[config.mk]
export PLATFORM = sky130hd
export DESIGN_NAME = xbus_mux_if
export DESIGN_NICKNAME = d
export VERILOG_FILES = /design/src/rtl/xbus_pkg.sv /design/src/rtl/xbus_model_dec.sv /design/src/rtl/xbus_seq.sv /design/src/rtl/xbus_pins.sv /design/src/rtl/xbus_mux_if.sv
export SDC_FILE = /design/constraint.sdc
export NUM_CORES = 1
export LEC_CHECK = 0
export BUFFER_PORTS_ARGS = -buffer_cell sky130_fd_sc_hd__buf_4
export CAP_MARGIN = 10
export CORE_MARGIN = 2
export CORE_UTILIZATION = 27
export DETAILED_ROUTE_END_ITERATION = 8
export SLEW_MARGIN = 5
export SYNTH_ARGS = -nofsm -noshare
export SYNTH_HDL_FRONTEND = slang
export SYNTH_SLANG_ARGS = --single-unit
[constraint.sdc]
create_clock -name clk -period 2.15 [get_ports clk]
set_input_delay 0.215 -clock clk [delete_from_list [all_inputs] [get_ports clk]]
set_output_delay 0.215 -clock clk [all_outputs]
set_load 0.005 [all_outputs]
[src/rtl/xbus_pkg.sv]
package xbus_pkg;
    // encoding is {wide, big}
    typedef enum logic [1:0] {
        MDL_MIN   = 2'b00,
        MDL_MED_A = 2'b01,
        MDL_MED_B = 2'b10,
        MDL_MAX   = 2'b11
    } model_e;

    typedef enum logic [1:0] {
        PH_IDLE = 2'b00,
        PH_ADDR = 2'b01,
        PH_DATA = 2'b10
    } phase_e;
endpackage

[src/rtl/xbus_model_dec.sv]
module xbus_model_dec
    import xbus_pkg::*;
(
    input  logic   cfg_wide,
    input  logic   cfg_big,
    output model_e model_o
);
    always_comb begin
        unique case ({cfg_wide, cfg_big})
            2'b00:   model_o = MDL_MIN;
            2'b01:   model_o = MDL_MED_A;
            2'b10:   model_o = MDL_MED_B;
            default: model_o = MDL_MAX;
        endcase
    end
endmodule

[src/rtl/xbus_seq.sv]
module xbus_seq
    import xbus_pkg::*;
#(
    parameter int AW       = 24,
    parameter int DW       = 16,
    parameter int WAIT_CYC = 1
) (
    input  logic          clk,
    input  logic          rst_n,
    input  model_e        mdl_i,
    input  logic          req_valid,
    input  logic          req_write,
    input  logic          req_word,
    input  logic [AW-1:0] req_addr,
    input  logic [DW-1:0] req_wdata,
    input  logic [DW-1:0] dq_in,
    output logic          req_ready,
    output logic          done_o,
    output logic [DW-1:0] rdata_o,
    output phase_e        phase_o,
    output model_e        mdl_o,
    output logic          wr_o,
    output logic          word_o,
    output logic          second_o,
    output logic [AW-1:0] addr_o,
    output logic [DW-1:0] wdata_o
);
    localparam int LANE   = DW / 2;
    localparam int SMALLW = 2 * LANE;
    localparam int CW     = (WAIT_CYC > 0) ? $clog2(WAIT_CYC + 1) : 1;

    typedef struct packed {
        phase_e        phase;
        model_e        mdl;
        logic          wr;
        logic          word;
        logic          second;
        logic [AW-1:0] addr;
        logic [DW-1:0] wdata;
        logic [DW-1:0] rdata;
        logic [CW-1:0] wcnt;
        logic          done;
    } st_t;

    st_t st_d, st_q;

    function automatic logic [AW-1:0] fit_space(input logic [AW-1:0] a, input logic big);
        logic [AW-1:0] r;
        r = a;
        if (!big) r[AW-1:SMALLW] = '0;
        return r;
    endfunction

    logic narrow_q, big_q, last_wait;
    assign narrow_q  = ~st_q.mdl[1];
    assign big_q     = st_q.mdl[0];
    assign last_wait = (st_q.wcnt == CW'(WAIT_CYC));

    always_comb begin
        st_d      = st_q;
        st_d.done = 1'b0;
        unique case (st_q.phase)
            PH_IDLE: begin
                if (req_valid) begin
                    st_d.phase  = PH_ADDR;
                    st_d.mdl    = mdl_i;
                    st_d.wr     = req_write;
                    st_d.word   = req_word;
                    st_d.second = 1'b0;
                    st_d.addr   = fit_space(req_addr, mdl_i[0]);
                    st_d.wdata  = req_wdata;
                    st_d.rdata  = '0;
                    st_d.wcnt   = '0;
                end
            end
            PH_ADDR: begin
                st_d.phase = PH_DATA;
                st_d.wcnt  = '0;
            end
            PH_DATA: begin
                if (!last_wait) begin
                    st_d.wcnt = st_q.wcnt + CW'(1);
                end else begin
                    if (!st_q.wr) begin
                        if (narrow_q) begin
                            if (st_q.second) st_d.rdata[DW-1:LANE] = dq_in[LANE-1:0];
                            else             st_d.rdata[LANE-1:0]  = dq_in[LANE-1:0];
                        end else if (st_q.word) begin
                            st_d.rdata = dq_in;
                        end else begin
                            st_d.rdata = {{LANE{1'b0}},
                                          st_q.addr[0] ? dq_in[DW-1:LANE] : dq_in[LANE-1:0]};
                        end
                    end
                    if (narrow_q && st_q.word && !st_q.second) begin
                        st_d.second = 1'b1;
                        st_d.addr   = fit_space(st_q.addr + AW'(1), big_q);
                        st_d.phase  = PH_ADDR;
                    end else begin
                        st_d.phase = PH_IDLE;
                        st_d.done  = 1'b1;
                    end
                end
            end
            default: st_d.phase = PH_IDLE;
        endcase
    end

    always_ff @(posedge clk or negedge rst_n) begin
        if (!rst_n) begin
            st_q <= '{phase: PH_IDLE, mdl: MDL_MIN, default: '0};
        end else begin
            st_q <= st_d;
        end
    end

    assign req_ready = (st_q.phase == PH_IDLE);
    assign done_o    = st_q.done;
    assign rdata_o   = st_q.rdata;
    assign phase_o   = st_q.phase;
    assign mdl_o     = st_q.mdl;
    assign wr_o      = st_q.wr;
    assign word_o    = st_q.word;
    assign second_o  = st_q.second;
    assign addr_o    = st_q.addr;
    assign wdata_o   = st_q.wdata;

    // completion is a single-clock pulse
    p_done_single_r10: assert property (@(posedge clk) disable iff (!rst_n)
        done_o |=> !done_o);
    // completion only reported with the bus back to idle
    p_done_idle_r10: assert property (@(posedge clk) disable iff (!rst_n)
        done_o |-> req_ready);
    // accepted request enters the address phase on the next clock
    p_accept_addr_r5: assert property (@(posedge clk) disable iff (!rst_n)
        (req_valid && req_ready) |=> (phase_o == PH_ADDR));
    // the address phase always leads straight into a data phase
    p_addr_to_data_r5: assert property (@(posedge clk) disable iff (!rst_n)
        (phase_o == PH_ADDR) |=> (phase_o == PH_DATA));
endmodule

[src/rtl/xbus_pins.sv]
module xbus_pins
    import xbus_pkg::*;
#(
    parameter int AW = 24,
    parameter int DW = 16
) (
    input  phase_e          phase_i,
    input  model_e          mdl_i,
    input  logic            wr_i,
    input  logic            word_i,
    input  logic            second_i,
    input  logic [AW-1:0]   addr_i,
    input  logic [DW-1:0]   wdata_i,
    output logic [DW/2-1:0] addr_lo,
    output logic [DW/2-1:0] addr_mid,
    output logic            ale,
    output logic            rd,
    output logic            wr,
    output logic [DW-1:0]   dq_out,
    output logic [1:0]      dq_oe
);
    localparam int LANE = DW / 2;

    logic [LANE-1:0] a_mid, a_high, w_lo, w_hi;
    logic [LANE-1:0] lane_val [2];
    logic            active;

    assign a_mid  = addr_i[2*LANE-1:LANE];
    assign a_high = addr_i[AW-1:2*LANE];
    assign w_lo   = wdata_i[LANE-1:0];
    assign w_hi   = wdata_i[DW-1:LANE];
    assign active = (phase_i != PH_IDLE);

    assign ale = (phase_i == PH_ADDR);
    assign rd  = (phase_i == PH_DATA) && !wr_i;
    assign wr  = (phase_i == PH_DATA) &&  wr_i;

    assign addr_lo  = active ? addr_i[LANE-1:0] : '0;
    assign addr_mid = (active && !mdl_i[1]) ? a_mid : '0;

    always_comb begin
        lane_val[0] = '0;
        lane_val[1] = '0;
        dq_oe       = 2'b00;
        if (phase_i == PH_ADDR) begin
            unique case (mdl_i)
                MDL_MED_A: begin lane_val[0] = a_high; dq_oe = 2'b01; end
                MDL_MED_B: begin lane_val[0] = a_mid;  dq_oe = 2'b01; end
                MDL_MAX:   begin lane_val[0] = a_mid; lane_val[1] = a_high; dq_oe = 2'b11; end
                default:   dq_oe = 2'b00;
            endcase
        end else if (phase_i == PH_DATA && wr_i) begin
            if (!mdl_i[1]) begin
                lane_val[0] = second_i ? w_hi : w_lo;
                dq_oe       = 2'b01;
            end else if (word_i) begin
                lane_val[0] = w_lo;
                lane_val[1] = w_hi;
                dq_oe       = 2'b11;
            end else if (addr_i[0]) begin
                lane_val[1] = w_lo;
                dq_oe       = 2'b10;
            end else begin
                lane_val[0] = w_lo;
                dq_oe       = 2'b01;
            end
        end
    end

    for (genvar g = 0; g < 2; g++) begin : g_lane
        assign dq_out[g*LANE +: LANE] = dq_oe[g] ? lane_val[g] : '0;
    end
endmodule

[src/rtl/xbus_mux_if.sv]
module xbus_mux_if
    import xbus_pkg::*;
#(
    parameter int AW       = 24,
    parameter int DW       = 16,
    parameter int WAIT_CYC = 1
) (
    input  logic            clk,
    input  logic            rst_n,
    input  logic            cfg_wide,
    input  logic            cfg_big,
    input  logic            req_valid,
    input  logic            req_write,
    input  logic            req_word,
    input  logic [AW-1:0]   req_addr,
    input  logic [DW-1:0]   req_wdata,
    output logic            req_ready,
    output logic            rsp_done,
    output logic [DW-1:0]   rsp_rdata,
    output logic [DW/2-1:0] pad_addr_lo,
    output logic [DW/2-1:0] pad_addr_mid,
    output logic            pad_ale,
    output logic            pad_rd,
    output logic            pad_wr,
    output logic [DW-1:0]   pad_dq_out,
    output logic [1:0]      pad_dq_oe,
    input  logic [DW-1:0]   pad_dq_in
);
    model_e          mdl_cfg, mdl_cur;
    phase_e          phase;
    logic            cur_wr, cur_word, cur_second;
    logic [AW-1:0]   cur_addr;
    logic [DW-1:0]   cur_wdata;

    xbus_model_dec u_dec (
        .cfg_wide (cfg_wide),
        .cfg_big  (cfg_big),
        .model_o  (mdl_cfg)
    );

    xbus_seq #(.AW(AW), .DW(DW), .WAIT_CYC(WAIT_CYC)) u_seq (
        .clk       (clk),
        .rst_n     (rst_n),
        .mdl_i     (mdl_cfg),
        .req_valid (req_valid),
        .req_write (req_write),
        .req_word  (req_word),
        .req_addr  (req_addr),
        .req_wdata (req_wdata),
        .dq_in     (pad_dq_in),
        .req_ready (req_ready),
        .done_o    (rsp_done),
        .rdata_o   (rsp_rdata),
        .phase_o   (phase),
        .mdl_o     (mdl_cur),
        .wr_o      (cur_wr),
        .word_o    (cur_word),
        .second_o  (cur_second),
        .addr_o    (cur_addr),
        .wdata_o   (cur_wdata)
    );

    xbus_pins #(.AW(AW), .DW(DW)) u_pins (
        .phase_i  (phase),
        .mdl_i    (mdl_cur),
        .wr_i     (cur_wr),
        .word_i   (cur_word),
        .second_i (cur_second),
        .addr_i   (cur_addr),
        .wdata_i  (cur_wdata),
        .addr_lo  (pad_addr_lo),
        .addr_mid (pad_addr_mid),
        .ale      (pad_ale),
        .rd       (pad_rd),
        .wr       (pad_wr),
        .dq_out   (pad_dq_out),
        .dq_oe    (pad_dq_oe)
    );

    // latch strobe never overlaps a data strobe
    p_ale_excl_r5: assert property (@(posedge clk) disable iff (!rst_n)
        pad_ale |-> !(pad_rd || pad_wr));
    // falling latch strobe opens a data phase
    p_ale_fall_r5: assert property (@(posedge clk) disable iff (!rst_n)
        $fell(pad_ale) |-> (pad_rd || pad_wr));
    // reads never drive the data pins
    p_read_hiz_r8: assert property (@(posedge clk) disable iff (!rst_n)
        pad_rd |-> (pad_dq_oe == 2'b00));
    // minimum model multiplexes nothing
    p_min_nomux_r2: assert property (@(posedge clk) disable iff (!rst_n)
        (pad_ale && mdl_cur == MDL_MIN) |-> (pad_dq_oe == 2'b00));
    // small-space models never use the upper lane for address
    p_small_upper_r4: assert property (@(posedge clk) disable iff (!rst_n)
        (pad_ale && !mdl_cur[0]) |-> !pad_dq_oe[1]);
    // idle bus drives no strobes
    p_idle_quiet_r11: assert property (@(posedge clk) disable iff (!rst_n)
        req_ready |-> !(pad_ale || pad_rd || pad_wr));
endmodule

Word-level counts from Yosys, hierarchy flattened

Index checks and enable logic that the tools add are counted.

Multiplexer cells: 43
Add/subtract/negate cells: 2
Eq/ne operators: 13
Bitwise logic cells: 1
Reductions and logical operators: 21

Operators with widths:

| operator                | number |
|---|---|
| $mux W8                 | 15 |
| $mux W16                | 7 |
| $mux W64                | 1 |
| $mux W25                | 2 |
| $pmux W25 S2            | 1 |
| $pmux W16 S2            | 1 |
| $add A24 B1 Y24 const B | 1 |
| $pmux W8 S2             | 1 |
| $mux W2                 | 6 |
| $pmux W2 S3             | 2 |
| $reduce_and A5 Y1       | 2 |
| $eq A2 B2 Y1 const B    | 4 |
| $ne A2 B2 Y1 const B    | 4 |
| $eq A2 B1 Y1 const B    | 3 |
| $ne A3 B3 Y1 const B    | 2 |
| $reduce_and A2 Y1       | 3 |
| $logic_and A1 B1 Y1     | 5 |
| $mux W1                 | 5 |
| $logic_not A2 Y1        | 2 |
| $pmux W2 S2             | 1 |
| $reduce_and A4 Y1       | 1 |
| $reduce_bool A2 Y1      | 2 |
| $reduce_or A2 Y1        | 2 |
| $logic_not A1 Y1        | 3 |
| 4 further kinds         | 4 |

Register bits after elaboration: 65
Output and inout bits: 55
Input bits: 63
Logic and storage cells: 91

Logic depth before layout (Yosys ltp)

Word-level depth: 6
Mapped depth: 8
Mapped depth without buffers: 5

By module

Synthesis repeated with hierarchy kept, for this count alone.

Cells, all modules: 433
Area, all modules: 3981.3 µm²

Modules (own cells, without submodules):

| module         | cells an instance | seq. area each (µm²) | area each (µm²) | times used |
|---|---|---|---|---|
| xbus_seq       | 336               | 1626.6               | 3375.7          | 1 |
| xbus_pins      | 95                | 0.0                  | 598.1           | 1 |
| xbus_model_dec | 2                 | 0.0                  | 7.5             | 1 |

Worst setup path after synthesis

No wires, ideal clock.

Path kind: register to register
Start point: register u_seq.st_q, in the netlist u_seq.addr_o[1]
End point: register u_seq.st_q, in the netlist u_seq.addr_o[18]
Data required time: 2024 ps
Path buffers: 0
Library setup time: 126 ps
Setup slack: 195 ps
Data arrival time: 1828 ps
Cell stages (with the launch flop): 6
Period minus slack after synthesis: 1955 ps
Cells stage by stage: dfrtp_1 -> ha_1 -> nand4_1 -> nor4_2 -> a211oi_1 -> a311o_1

Cells in the longest elaborated chain, start to end: 5

RTL lines:

| element                | line            | RTL |
|---|---|---|
| from (decl)            | xbus_seq.sv:45  | `st_t st_d, st_q;` |
| from (signal assigned) | xbus_seq.sv:113 | `st_q <= st_d;` |
| $add A24 B1 Y24        | xbus_seq.sv:97  | `st_d.addr = fit_space(st_q.addr + AW'(1), big_q);` |
| $mux W8                | xbus_seq.sv:50  | `if (!big) r[AW-1:SMALLW] = '0;` |
| $mux W25               | xbus_seq.sv:95  | `if (narrow_q && st_q.word && !st_q.second) begin` |
| $mux W25               | xbus_seq.sv:81  | `if (!last_wait) begin` |
| $pmux W25 S2           | xbus_seq.sv:62  | `unique case (st_q.phase)` |

Every way passes these cells. The select of a mux whose other input is x is not followed.
A chain may end at the register's enable or synchronous reset.

Worst setup path after layout

Start point: register u_seq.st_q, in the netlist u_seq.phase_o[1]
End point: output port pad_dq_out[9]

Cells in the longest elaborated chain, start to end: 5
Elaborated cells between the ends (all ways): 8
Those cells by class: eq/ne (2); mux (5); reduce/logical (1)

RTL lines:

| element                             | line              | RTL |
|---|---|---|
| $eq A2 B2 Y1                        | xbus_pins.sv:52   | `end else if (phase_i == PH_DATA && wr_i) begin` |
| $logic_and A1 B1 Y1                 | xbus_pins.sv:52   |  |
| $mux W16 or $mux W2 (tied branches) | xbus_pins.sv:52   |  |
| $mux W16 or $mux W2 (tied branches) | xbus_pins.sv:45   | `if (phase_i == PH_ADDR) begin` |
| $mux W8 (*)                         | xbus_pins.sv:71   | `assign dq_out[g*LANE +: LANE] = dq_oe[g] ? lane_val[g] : '0;` |
| to (decl)                           | xbus_mux_if.sv:25 | `output logic [DW-1:0] pad_dq_out,` |

Every way passes the cells marked *; elsewhere a longest branch is shown, timed or not.

==> impl_metrics.ini <==
[synthesis]
synthAdderAreaFrac_pct = 0.297
synthesis.area_um2 = 4210
synth_area_per_cell_um2 = 8.87
ys.flop_type = dfrtp_1
yosysWarningCount = 0
synth_edf_count = 0
synthArstFlopShare_pct = 100
synth-simple-area-share_pct = 22.0
synth_xor_area_share_pct = 0
synth-compound-area-share_pct = 22.6
synth_top_family_by_area = compound AO/OA/AOI/OAI gates
synth_cell_types = 57
synthCells = 474
yosysSeqAreaShare_pct = 38.7
yosys_register_bits = 65
syn_nets = 538
synth.area.mux_share_pct = 11.3

[clocking]
tritoncts = done
cts_setup_buffers = 0
root_buffer = clkbuf_16
numCtsBuffers = 9
clkSinkCount = 65
clock_latency_ps = 330
ctsHtreeMaxLevel = 3
hold_buffers = 0
path_clk_slew_ps = 60
clock_path_buffers = 2

[power]
peakVddDrop_v = 0.000603
internal_power_mw = 4.81
p_seq_share_pct = 30.7
power_mw = 8.29
sw_frac_of_total_pct = 42.0
pwr_density_cell_nw_per_um2 = 1460
clkPwrFrac_pct = 17.7
p_comb_share_pct = 51.6
switching_power_mw = 3.48
p_leak_nw = 2.53

[worst_setup_path]
worstSetupPathType = reg -> out
rr_endpoint = u_seq.addr_o[18]
rrSetupSlack_ps = 120
crit_fanout = 11
worstPathArrival_ps = 1840
worstPathRequired_ps = 1930
ff2ff_path_depth = 5
endpoint_kind = output port
cp-start-kind = register
r2r_start = u_seq.mdl_o[1]

[die]
die_w_um = 129
die_h_um = 129
initial_core_util_pct = 27.7
io_pins = 118
fp-row-count = 45
die_area_um2 = 16600
core_area_um2 = 15200

[detailed_routing]
drc = 0
drt.antenna.violating_nets = 0
wire_per_inst_um = 19.0
routed_wl_um = 14800
via_per_inst = 5.50
drt-pass1-iter-count = 7
num_vias = 4290
drt_iter0_markers = 519

[outcome]
status = finished clean

[final_layout]
regArea_um2 = 1630
final_core_util_pct = 37.3
fillers = 1517
drive_above_1_share_pct = 34.6
multi_input_area_um2 = 2390
fin_area_um2 = 5670
diodes = 0
nets = 653
final_cells = 780
area_growth_pct = 34.8

[min_path]
hold_path_class = in -> async

[sta]
rsz0062_at_grt = true
finalCriticalPeriod_ps = 2050
period_share_pct = 95.4
fin_setup_tns_ps = 0
slew_violations = 0
final-setup-viol-count = 0
fin_worst_skew_ps = 6.55
relSlewSlack_pct = 41.5
hold_viol = 0
fmax_mhz = 488
tightest_slew_ps = 877

[global_routing]
grt_max_degree = 66
grt_pass1_wl_um = 23300
grt_overflow_total = 0
grt_usage_pct = 18.1
antenna_found_initial = 0
grt_pass1_vias = 4185

[place]
dpl.cell_count = 766
dp_hpwl_um = 10800
placed_area_um2 = 5350
place_congestion = 0.903
portBuffers = 117

[run]
maxCapViolCount = 0
==> sequential cells by signal, summed over array words and instances (netlist names) <==
name / flops
u_seq.wdata_o: 16
u_seq.last_wait: 1
u_seq.rdata_o: 16
u_seq.wr_o: 1
u_seq.second_o: 1
u_seq.addr_o: 24
u_seq.word_o: 1
u_seq.mdl_o: 2
u_seq.done_o: 1
u_seq.phase_o: 2
==> logic make-up after synthesis <==
group,Yosys count
muxes,43
buffers and inverters,47
and+or+nand+nor,177
adders and majority gates,1
AOI/OAI and AO/OA,141
DFF,65
==> cell usage after synthesis, types with 8 or more instances <==
master	number	area (um^2)
dfrtp_1	65	1630
clkbuf_1	29	109
nand3_1	20	100
nand4_1	11	68.8
a211oi_1	11	82.6
o21ai_0	24	120
nand2_1	41	154
inv_1	8	30.0
and3_1	9	56.3
a22oi_1	27	203
nor2b_1	17	106
a21oi_1	35	175
o22a_1	9	78.8
and2_1	10	62.6
nor2_1	33	124
mux2_2	36	405
==> cell type report <==
cell class	count	area share [%]
Tap cell	188	4.15
Inverter	10	0.883
Multi-Input combinational cell	362	42.1
Timing Repair Buffer	141	19.1
Sequential cell	65	28.7
Clock buffer	10	4.21
Clock inverter	4	0.794
==> timing repair <==
| action | in CTS | in global routing |
|---|---|---|
| gates resized for setup | 7 | 8 |
| endpoints found under the setup margin | 10 | 20 |
| pin swaps | 0 | 0 |
==> worst max-delay path: stages (launching register included) <==
cell,delay (ps)
dfrtp_1,480
nand2b_1,210
buf_4,180
nor2_1,110
buf_4,150
nand2_1,70
o21ai_1,140
buf_4,150
==> metal layers <==
metal	vias up	wire, um	global-route usage, %	share of wire, %
met1	2066	6630	25.7	45
met2	208	6760	27.3	46
met3	14	1240	5.20	8.3
li1	2002	-	-	-
met5	-	0	0	0
met4	0	162	3.84	1.1
==> through the flow <==
| stage | setup WS [ps] | hold WS [ps] |
|---|---|---|
| 6_report | 99.8 | 6.42 |
| 5_1_grt | -43.2 | 86.1 |
| 4_1_cts | -6.86 | 50.6 |
| 3_5_place_dp | 25.0 | 398 |
| 3_3_place_gp | 97.4 | 384 |
| 2_1_floorplan | 195 | -80.6 |
==> layout by cell type, fill, tap and decap left out, drive strengths merged, types with 9 or more instances in the layout <==
cell type,instances
nor2b,17
nor2,33
nand4,11
and3,9
clkbuf,10
buf,141
a21oi,36
dfrtp,65
nand3,20
mux2,36
o21ai,24
nand2,41
a211oi,11
o22a,9
and2,10
a22oi,27
==> worst max-delay path by stage <==
stage	cells after the start	slack, ps	startpoint	end
2_1_floorplan	5	200	u_seq.addr_o[1]	u_seq.addr_o[18]
3_3_place_gp	6	100	u_seq.mdl_o[1]	pad_dq_out[3]
3_5_place_dp	6	20	u_seq.mdl_o[1]	pad_dq_out[4]
4_1_cts	4	-7	u_seq.phase_o[1]	pad_dq_out[9]
5_1_grt	7	-40	u_seq.phase_o[1]	pad_dq_out[9]
6_report	7	100	u_seq.phase_o[1]	pad_dq_out[9]
==> power by group through the flow <==
| stage | clock network (mW) | logic (mW) | registers (mW) |
|---|---|---|---|
| 6_report | 1.47 | 4.28 | 2.55 |
| 5_1_grt | 1.54 | 4.70 | 2.64 |
| 4_1_cts | 1.48 | 4.25 | 2.52 |
| 3_5_place_dp | 0 | 4.21 | 2.53 |
| 3_3_place_gp | 0 | 4.13 | 2.51 |
| 2_1_floorplan | 0 | 2.69 | 2.27 |
No activity file was read; power rests on OpenSTA's default activity.
